## config.mk

```make
export PLATFORM = sky130hd
export DESIGN_NAME = sar_conv_seq
export DESIGN_NICKNAME = d
export VERILOG_FILES = /design/src/rtl/sar_seq_pkg.sv /design/src/rtl/sar_trigger.sv /design/src/rtl/sar_engine.sv /design/src/rtl/sar_status.sv /design/src/rtl/sar_outreg.sv /design/src/rtl/sar_conv_seq.sv
export SDC_FILE = /design/constraint.sdc
export NUM_CORES = 1
export LEC_CHECK = 0
export ABC_AREA = 0
export ABC_CLOCK_PERIOD_IN_PS = 4700
export BUFFER_PORTS_ARGS = -buffer_cell sky130_fd_sc_hd__buf_2
export CORE_MARGIN = 1
export CORE_UTILIZATION = 59
export CTS_CLUSTER_SIZE = 25
export DETAILED_ROUTE_END_ITERATION = 8
export GPL_ROUTABILITY_DRIVEN = 0
export PLACE_DENSITY = 0.84
export SYNTH_ARGS = -nofsm -noshare
export SYNTH_HDL_FRONTEND = slang
export SYNTH_SLANG_ARGS = --single-unit
```

## constraint.sdc

```tcl
create_clock -name clk -period 4.7 [get_ports clk]
set_input_delay 0.235 -clock clk [delete_from_list [all_inputs] [get_ports clk]]
set_output_delay 0.235 -clock clk [all_outputs]
set_load 0.1 [all_outputs]
```

## src/rtl/sar_seq_pkg.sv

```systemverilog
package sar_seq_pkg;

  // status line states
  typedef enum logic [1:0] {
    STS_LOW  = 2'd0,   // idle, low (busy mode or standby)
    STS_BUSY = 2'd1,   // converting
    STS_EOC  = 2'd2,   // one-clock end-of-conversion dip
    STS_HIGH = 2'd3    // idle, high (end-of-conversion mode)
  } sts_e;

endpackage

```

## src/rtl/sar_trigger.sv

```systemverilog
module sar_trigger (
  input  logic clk,
  input  logic rst_n,
  input  logic conv_start,
  input  logic clk_pin,
  input  logic stby_n,
  input  logic busy,
  output logic start_go,
  output logic sel_ext
);

  logic prev_q, prev_n;
  logic sel_q, sel_n;

  always_comb begin
    start_go = conv_start & ~prev_q & stby_n & ~busy;
    prev_n   = conv_start;
    sel_n    = start_go ? clk_pin : sel_q;
  end

  // previous level resets high so a level already high at reset is no edge
  always_ff @(posedge clk or negedge rst_n) begin
    if (!rst_n) begin
      prev_q <= 1'b1;
      sel_q  <= 1'b0;
    end else begin
      prev_q <= prev_n;
      sel_q  <= sel_n;
    end
  end

  assign sel_ext = sel_q;

  AST_SEL_STABLE_IN_CONV: assert property (@(posedge clk) disable iff (!rst_n)
    busy |=> $stable(sel_ext));

endmodule

```

## src/rtl/sar_engine.sv

```systemverilog
module sar_engine #(
  parameter int N_BITS = 14
) (
  input  logic              clk,
  input  logic              rst_n,
  input  logic              start_go,
  input  logic              sel_ext,
  input  logic              int_tick,
  input  logic              ext_tick,
  input  logic              cmp_below,
  input  logic              stby_n,
  output logic              busy,
  output logic              hold,
  output logic [N_BITS-1:0] trial,
  output logic              load,
  output logic              done
);

  localparam int LATCH_TICK = N_BITS + 1;
  localparam int END_TICK   = N_BITS + 2;
  localparam int CNT_W      = $clog2(END_TICK + 1);
  localparam logic [N_BITS-1:0] TOP_BIT = {1'b1, {(N_BITS-1){1'b0}}};

  logic              run_q, run_n;
  logic [CNT_W-1:0]  cnt_q, cnt_n;
  logic [N_BITS-1:0] code_q, code_n;
  logic [N_BITS-1:0] mask_q, mask_n;
  logic              tick;
  logic              step;

  always_comb begin
    tick = sel_ext ? ext_tick : int_tick;
    step = run_q & tick & stby_n;
    load = step & (cnt_q == CNT_W'(LATCH_TICK - 1));
    done = step & (cnt_q == CNT_W'(END_TICK - 1));
  end

  always_comb begin
    run_n  = run_q;
    cnt_n  = cnt_q;
    code_n = code_q;
    mask_n = mask_q;
    if (!stby_n) begin
      run_n = 1'b0;
    end else if (start_go) begin
      run_n  = 1'b1;
      cnt_n  = '0;
      code_n = TOP_BIT;
      mask_n = TOP_BIT;
    end else if (step) begin
      cnt_n = cnt_q + 1'b1;
      if (mask_q != '0) begin
        code_n = (cmp_below ? (code_q & ~mask_q) : code_q) | (mask_q >> 1);
        mask_n = mask_q >> 1;
      end
      if (done) begin
        run_n = 1'b0;
      end
    end
  end

  always_ff @(posedge clk or negedge rst_n) begin
    if (!rst_n) begin
      run_q  <= 1'b0;
      cnt_q  <= '0;
      code_q <= '0;
      mask_q <= '0;
    end else begin
      run_q  <= run_n;
      cnt_q  <= cnt_n;
      code_q <= code_n;
      mask_q <= mask_n;
    end
  end

  assign busy  = run_q;
  assign hold  = run_q;
  assign trial = code_q;

  AST_START_ENTERS_HOLD: assert property (@(posedge clk) disable iff (!rst_n)
    start_go |=> hold);
  AST_TICK_COUNT_BOUND: assert property (@(posedge clk) disable iff (!rst_n)
    run_q |-> (cnt_q < CNT_W'(END_TICK)));
  AST_END_RELEASES_HOLD: assert property (@(posedge clk) disable iff (!rst_n)
    done |=> !hold);
  AST_DECISIONS_DONE_AT_LOAD: assert property (@(posedge clk) disable iff (!rst_n)
    load |-> (mask_q == '0));

endmodule

```

## src/rtl/sar_status.sv

```systemverilog
module sar_status
  import sar_seq_pkg::*;
(
  input  logic clk,
  input  logic rst_n,
  input  logic start_go,
  input  logic done,
  input  logic conv_start,
  input  logic stby_n,
  output logic status
);

  sts_e st_q, st_n;

  always_comb begin
    st_n = st_q;
    if (!stby_n) begin
      st_n = STS_LOW;
    end else if (start_go) begin
      st_n = STS_BUSY;
    end else if (done) begin
      st_n = conv_start ? STS_EOC : STS_LOW;
    end else if (st_q == STS_EOC) begin
      st_n = STS_HIGH;
    end
  end

  always_ff @(posedge clk or negedge rst_n) begin
    if (!rst_n) begin
      st_q <= STS_LOW;
    end else begin
      st_q <= st_n;
    end
  end

  assign status = (st_q == STS_BUSY) || (st_q == STS_HIGH);

  AST_EOC_DIP_ONE_CLOCK: assert property (@(posedge clk) disable iff (!rst_n)
    (st_q == STS_EOC && stby_n) |=> status);
  AST_BUSY_LOW_HOLDS: assert property (@(posedge clk) disable iff (!rst_n)
    (st_q == STS_LOW && !start_go) |=> !status);

endmodule

```

## src/rtl/sar_outreg.sv

```systemverilog
module sar_outreg #(
  parameter int N_BITS  = 14,
  parameter bit BIPOLAR = 1'b1
) (
  input  logic              clk,
  input  logic              rst_n,
  input  logic              load,
  input  logic [N_BITS-1:0] result,
  input  logic              cs_n,
  input  logic              rd_n,
  output logic [N_BITS-1:0] dout,
  output logic              dout_oe
);

  logic [N_BITS-1:0] coded;
  logic [N_BITS-1:0] word_q, word_n;

  generate
    if (BIPOLAR) begin : g_twos
      assign coded = {~result[N_BITS-1], result[N_BITS-2:0]};
    end else begin : g_straight
      assign coded = result;
    end
  endgenerate

  always_comb begin
    word_n  = load ? coded : word_q;
    dout_oe = ~cs_n & ~rd_n;
    dout    = dout_oe ? word_q : '0;
  end

  always_ff @(posedge clk or negedge rst_n) begin
    if (!rst_n) begin
      word_q <= '0;
    end else begin
      word_q <= word_n;
    end
  end

  AST_WORD_ONLY_ON_LOAD: assert property (@(posedge clk) disable iff (!rst_n)
    !load |=> $stable(word_q));

endmodule

```

## src/rtl/sar_conv_seq.sv

```systemverilog
module sar_conv_seq #(
  parameter int N_BITS  = 14,
  parameter bit BIPOLAR = 1'b1
) (
  input  logic              clk,
  input  logic              rst_n,
  input  logic              conv_start,
  input  logic              clk_pin,
  input  logic              int_tick,
  input  logic              ext_tick,
  input  logic              stby_n,
  input  logic              cmp_below,
  input  logic              cs_n,
  input  logic              rd_n,
  output logic              hold,
  output logic              clk_sel_ext,
  output logic [N_BITS-1:0] dac_trial,
  output logic              status,
  output logic [N_BITS-1:0] dout,
  output logic              dout_oe
);

  logic start_go;
  logic busy;
  logic load;
  logic done;

  sar_trigger u_trigger (
    .clk        (clk),
    .rst_n      (rst_n),
    .conv_start (conv_start),
    .clk_pin    (clk_pin),
    .stby_n     (stby_n),
    .busy       (busy),
    .start_go   (start_go),
    .sel_ext    (clk_sel_ext)
  );

  sar_engine #(.N_BITS(N_BITS)) u_engine (
    .clk       (clk),
    .rst_n     (rst_n),
    .start_go  (start_go),
    .sel_ext   (clk_sel_ext),
    .int_tick  (int_tick),
    .ext_tick  (ext_tick),
    .cmp_below (cmp_below),
    .stby_n    (stby_n),
    .busy      (busy),
    .hold      (hold),
    .trial     (dac_trial),
    .load      (load),
    .done      (done)
  );

  sar_status u_status (
    .clk        (clk),
    .rst_n      (rst_n),
    .start_go   (start_go),
    .done       (done),
    .conv_start (conv_start),
    .stby_n     (stby_n),
    .status     (status)
  );

  sar_outreg #(.N_BITS(N_BITS), .BIPOLAR(BIPOLAR)) u_outreg (
    .clk     (clk),
    .rst_n   (rst_n),
    .load    (load),
    .result  (dac_trial),
    .cs_n    (cs_n),
    .rd_n    (rd_n),
    .dout    (dout),
    .dout_oe (dout_oe)
  );

  AST_STANDBY_DROPS_HOLD: assert property (@(posedge clk) disable iff (!rst_n)
    !stby_n |=> (!hold && !status));

endmodule

```

==> out/results.ini, run 1 <==
[status]
status=complete, no violations

[synth]
async_flop_share_pct=100.0
yosysMostFrequentCell=dfrtp_1
synth_area_um2=2341
synth_edf_count=0
muxShareOfSynthArea_pct=10.42
netlist_top_cells_area=dfrtp_1 (55%), a32o_1 (4.7%), buf_4 (4.5%), mux2_1 (4.3%), a22o_1 (4.1%)
ys_warn_count=0
synthXorXnorAreaFrac_pct=0
synth_seq_cells=52
ys_top_cells_by_count=dfrtp_1 (51), nand2_1 (15), and2_1 (14), buf_4 (14), nand4_1 (12)
yosysSeqAreaShare_pct=55.64
syn-num-nets=207
synth_adder_area_share_pct=1.603
synth_top_area_share_pct=54.52
synth-compound-area-share_pct=11.81
synthSimpleGateAreaFrac_pct=13.36
synth_top_family_by_area=simple AND/OR/NAND/NOR gates
syn-instance-count=194
dominantRegCellSynth=dfrtp_1
synth_cell_types=29
synth_area_leader_cell=dfrtp_1
synth_area_per_cell_um2=12.07

[final_layout]
drive_gt1_share_pct=27.98
nNetsFinal=230
fillers=289
multiInputGateArea_um2=870.8
antenna_cells=0
stdcell_area_um2=2574
final_util_pct=68.75
ff_latch_area_um2=1303
area_growth_pct=9.941

[setup_path]
crit_path_max_fanout=18
end_kind=register
cp.arrival_ns=2.56
critPathKind=register to register
start_kind=register
cp.required_ns=4.95

[drt]
wl_mm=4.170
vias=1596
first_pass_iters=4
ant_nets=0
drc=0
drt-initial-drc-count=106
post_drt_via_cell_ratio=6.000
wl_per_cell_um=15.68

[timing]
hold_viol=0
slew_viol_final=0
layout_min_cycle_time_ns=2.314
hold_ws_ns=0.04337
tns_ns=0
fin_crit_sh_pct=49.24
setup_violations=0
rsz0062_at_grt=no
worstMarginPinSlew_ns=1.253
clock-skew-final_ns=0.008537
relSlewSlack_pct=15.70
fmax_mhz=432.1

[job]
max_cap_violations=0

[clock_network]
clock-root-buffer=clkbuf_8
postCtsHoldBufs=0
cts_resized=0
cts_tree=yes
htree_levels=2
clockBufferDepth=2
worstSkewPairLatency_ns=0.31
cts.sink_count=52
clkTransAtPathRegs_ns=0.09
cts_buffers=5
post-cts-setup-buffers=0

[power]
power_density_nw_per_um2=373.4
p_leak_nw=1.309
vdd_drop_max_v=0.0002014
power_w=0.0009610

[die]
die-area_um2=4224
start_util_pct=62.53
rows=22
core_um2=3744
pin_count=42
die_y_um=64.99
fp.dieW_um=64.99

[grt]
antenna_found_initial=0
grt.total_usage_pct=22.48
grt-ovfl-total=0
grt_start_max_net_pins=53
grt_pass1_vias=1447
grt_pass1_wl_mm=7.072

[place]
port_buffers=41
dpl.hpwl_mm=2.673
place_area_um2=2457

[min_path]
hold_class=input pin to register

## per-stage QoR
stage	std cells	setup slack [ns]
finish	266	2.386
global route	266	2.271
CTS	266	2.410
detailed placement	258	2.429
global placement	258	2.513
floorplan	194	2.056
## cells by family after synthesis
group / count (synthesis)
and+or+nand+nor: 55
DFF: 52
AOI/OAI and AO/OA: 33
buffers and inverters: 29
muxes: 22
adders and majority gates: 3
## metal layers
| metal | routed length (um) | up-vias | share of wire [%] | GRT usage [%] |
|---|---|---|---|---|
| met5 | 0 | - | 0 | 0 |
| met4 | 54 | 0 | 1.3 | 9.444 |
| met3 | 211 | 6 | 5.1 | 4.577 |
| met2 | 2047 | 51 | 49 | 36.07 |
| met1 | 1857 | 794 | 45 | 29.66 |
| li1 | - | 745 | - | - |
## final timing paths
kind / slack, ns / cells past startpoint / start / end
min in group asynchronous: 0.12 / 1 / rst_n / u_outreg.word_q[13]
worst min register to register: 0.49 / 1 / u_outreg.word_q[4] / u_outreg.word_q[4]
worst max register to register: 2.39 / 3 / u_trigger.sel_ext / u_engine.cnt_q[0]
max in group asynchronous: 3.92 / 1 / rst_n / u_outreg.word_q[1]
worst min-delay path: 0.04 / 1 / conv_start / u_trigger.prev_q
worst max-delay path: 2.39 / 3 / u_trigger.sel_ext / u_engine.cnt_q[0]
## power by group
group | switching (W) | total [W] | internal (W) | leakage (nW)
clock | 0.000145 | 0.000305 | 0.000160 | 0.0583
sequential | 0.0000223 | 0.000491 | 0.000469 | 0.703
combinational | 0.000132 | 0.000165 | 0.0000329 | 0.548
total | 0.000299 | 0.000961 | 0.000662 | 1.31
## cell usage in the layout, fill, tap and decap left out, types with 6 or more instances in the layout
cell and n:
mux2_1 9, buf_2 41, a32o_1 11, nand2_1 15
a22o_1 11, nand4_1 12, dfrtp_1 51, o21ai_0 6
and2_1 14, mux2_2 7
## critical path, stage by stage, from the launching register on
cell      delay, ns
dfrtp_1        0.43
mux2_2         0.51
a21boi_0       1.01
mux2_2         0.32
## sequential cells by signal, indices dropped and copies added, names as in the netlist
register           count
u_outreg.word_q       14
u_engine.cnt_q         5
u_trigger.prev_q       1
u_engine.mask_q       14
u_engine.trial        14
u_status.st_q          2
u_engine.busy          1
u_trigger.sel_ext      1
## cell type report
cell class	instances	share of cell area (%)
clock buffers	5	2.674
clock inverters	3	1.847
inverters	3	0.4375
multi-input cells	113	33.84
flip-flops and latches	52	50.61
well taps	48	2.333
repair buffers	42	8.264
Note: power is estimated with default switching activity, not from simulation.
==> run 2, diff against run 1 <==
--- a/config.mk
+++ b/config.mk
@@ -6,14 +6,14 @@
 export NUM_CORES = 1
 export LEC_CHECK = 0
 export ABC_AREA = 0
-export ABC_CLOCK_PERIOD_IN_PS = 4700
+export ABC_CLOCK_PERIOD_IN_PS = 2300
 export BUFFER_PORTS_ARGS = -buffer_cell sky130_fd_sc_hd__buf_2
 export CORE_MARGIN = 1
-export CORE_UTILIZATION = 59
+export CORE_UTILIZATION = 55
 export CTS_CLUSTER_SIZE = 25
 export DETAILED_ROUTE_END_ITERATION = 8
 export GPL_ROUTABILITY_DRIVEN = 0
-export PLACE_DENSITY = 0.84
+export PLACE_DENSITY = 0.79
 export SYNTH_ARGS = -nofsm -noshare
 export SYNTH_HDL_FRONTEND = slang
 export SYNTH_SLANG_ARGS = --single-unit
==> constraint.sdc (replaced) <==
create_clock -name clk -period 2.3 [get_ports clk]
set_input_delay 0.115 -clock clk [delete_from_list [all_inputs] [get_ports clk]]
set_output_delay 0.115 -clock clk [all_outputs]
set_load 0.1 [all_outputs]
==> run 2 against run 1 <==
  * Total power up 96%
  * Wire length up 7.3%
  * Register-to-register slack got worse by 2.0 ns
  * Die area increased by 7.0%
  * Sequential power is 100% higher
  * Combinational power rose by 110%
  * Utilization fell by 4.0 points
  * Design area up 2.1%
  * Setup slack worse by 2.0 ns
  * Cell count is 4.1% higher
  * Worst hold slack worse by 0.0088 ns
  * Via count is 2.9% higher
  * Critical endpoint is now u_engine.mask_q[9]
  * Largest cell class unchanged
  * Largest power group unchanged
  * Highest routed layer unchanged
==> out/results.ini, run 2 (synthesized netlist as in run 1, its figures left out) <==
[status]
status=complete, no violations

[setup_path]
crit_chain=mux2i_2 > nor2_2 > o21ai_0
end_kind=register
cp.arrival_ns=2.07
r2r_setup_slack_ns=0.38
r2r_start=u_trigger.sel_ext
cp_slowest_cell=nor2_2
r2r_cells=3
cp.required_ns=2.45
regToRegEndpoint=u_engine.mask_q[9]
path_buf_inv=0
max_stage_delay_ns=0.87
crit_path_max_fanout=27
start_kind=register
crit_start=u_trigger.sel_ext
cpLargestDelayFamily=simple AND/OR/NAND/NOR gates
critPathKind=register to register

[min_path]
hold_class=input pin to register
min_from=clk_pin
hold_path_depth=2
whs_endpoint=u_trigger.sel_ext

[grt]
grt_pass1_vias=1472
grt-ovfl-total=0
grt_pass1_wl_mm=7.383
grt_start_max_net_pins=28
antenna_found_initial=0
grt.total_usage_pct=22.58

[drt]
wl_mm=4.475
vias=1643
drt-initial-drc-count=162
post_drt_via_cell_ratio=5.931
ant_nets=0
first_pass_iters=4
drc=0
wl_per_cell_um=16.16

[timing]
hold_viol=0
rsz0062_at_grt=no
fmax_mhz=520.3
layout_min_cycle_time_ns=1.922
worstMarginPinSlew_ns=1.082
tns_ns=0
fin_crit_sh_pct=83.56
relSlewSlack_pct=27.82
clock-skew-final_ns=0.004259
setup_violations=0
slew_viol_final=0

[die]
die_y_um=67.24
rows=23
core_um2=4058
pin_count=42
fp.dieW_um=67.24
start_util_pct=57.69
die-area_um2=4521

[power]
vdd_drop_max_v=0.0004380
p_leak_nw=1.341
power_density_nw_per_um2=716.0
power_w=0.001881

[final_layout]
nNetsFinal=239
drive_gt1_share_pct=29.52
area_growth_pct=12.24
final_cell_mix=dfrtp_1 (51), buf_2 (41), nand2_1 (15), and2_1 (14), nand4_1 (12)
final_common_cell=dfrtp_1
antenna_cells=0

[clock_network]
clkTransAtPathRegs_ns=0.09
worstSkewPairLatency_ns=0.31
cts_buffers=5
clockBufferDepth=2
htree_levels=2
cts_resized=0
clock-root-buffer=clkbuf_8
cts.sink_count=52
cts_tree=yes

[place]
dpl.hpwl_mm=3.024
port_buffers=41

[job]
max_cap_violations=0

[run 2: cell types whose count changed in the layout (fill, tap and decap cells not counted), moves of 2 or more]
cell,before,now
clkbuf_1,0,2
clkinv_4,2,0
dlygate4sd3_1,0,2
buf_4,1,8
[run 2: cell type report]
| cell class | count | area (um^2) |
|---|---|---|
| fillers | 312 | 1430 |
| flip-flops and latches | 52 | 1303 |
| multi-input cells | 113 | 875.8 |
| repair buffers | 51 | 285.3 |
| clock buffers | 8 | 90.09 |
| well taps | 50 | 62.56 |
| inverters | 3 | 11.26 |
[run 2: stage by stage]
step	utilization [%]	setup WS (ns)	area [um^2]	cells	hold WS [ns]
6_report	64.75	0.3780	2628	277	0.03459
5_1_grt	64.75	0.1882	2628	277	0.03316
4_1_cts	64.75	0.3701	2628	277	0.02966
3_5_place_dp	62.04	0.3889	2517	267	0.08364
3_3_place_gp	62.04	0.4615	2517	267	0.08547
2_1_floorplan	-	0.04054	2346	194	-0.1806
[run 2: repair_timing]
action | 4_1_cts | 5_1_grt
buffers inserted | 0 | 0
hold buffers | 2 | 0
endpoints found under the hold margin | 18 | 0
[run 2: report_power, final]
| group | switching [W] | leakage [nW] | internal, W | total (W) |
|---|---|---|---|---|
| Sequential | 0.0000453 | 0.703 | 0.000958 | 0.00100 |
| Clock | 0.000281 | 0.0455 | 0.000246 | 0.000527 |
| Combinational | 0.000275 | 0.592 | 0.0000764 | 0.000351 |
| Total | 0.000601 | 1.34 | 0.00128 | 0.00188 |
[run 2: how the worst max path moves through the flow]
stage | slack, ns | cells after the start | endpoint
6_report | 0.38 | 3 | u_engine.mask_q[9]
5_1_grt | 0.19 | 3 | u_engine.mask_q[9]
4_1_cts | 0.37 | 6 | u_outreg.word_q[11]
3_5_place_dp | 0.39 | 3 | u_engine.mask_q[10]
3_3_place_gp | 0.46 | 6 | u_outreg.word_q[11]
2_1_floorplan | 0.04 | 4 | u_outreg.word_q[10]
[run 2: worst reg2reg max path, delay by kind of cell (launching register included)]
kind / cells / cell delay (ns)
simple gates: 1 / 0.87
flops: 1 / 0.43
mux: 1 / 0.24
compound gates: 1 / 0.22
[run 2: layer usage]
| metal | GRT usage (%) | up-vias | share of wire (%) |
|---|---|---|---|
| met4 | 7.979 | 0 | 1.5 |
| met3 | 5.068 | 7 | 4.5 |
| li1 | - | 757 | - |
| met5 | 0 | - | 0 |
| met1 | 30.07 | 832 | 45 |
| met2 | 36.25 | 47 | 49 |
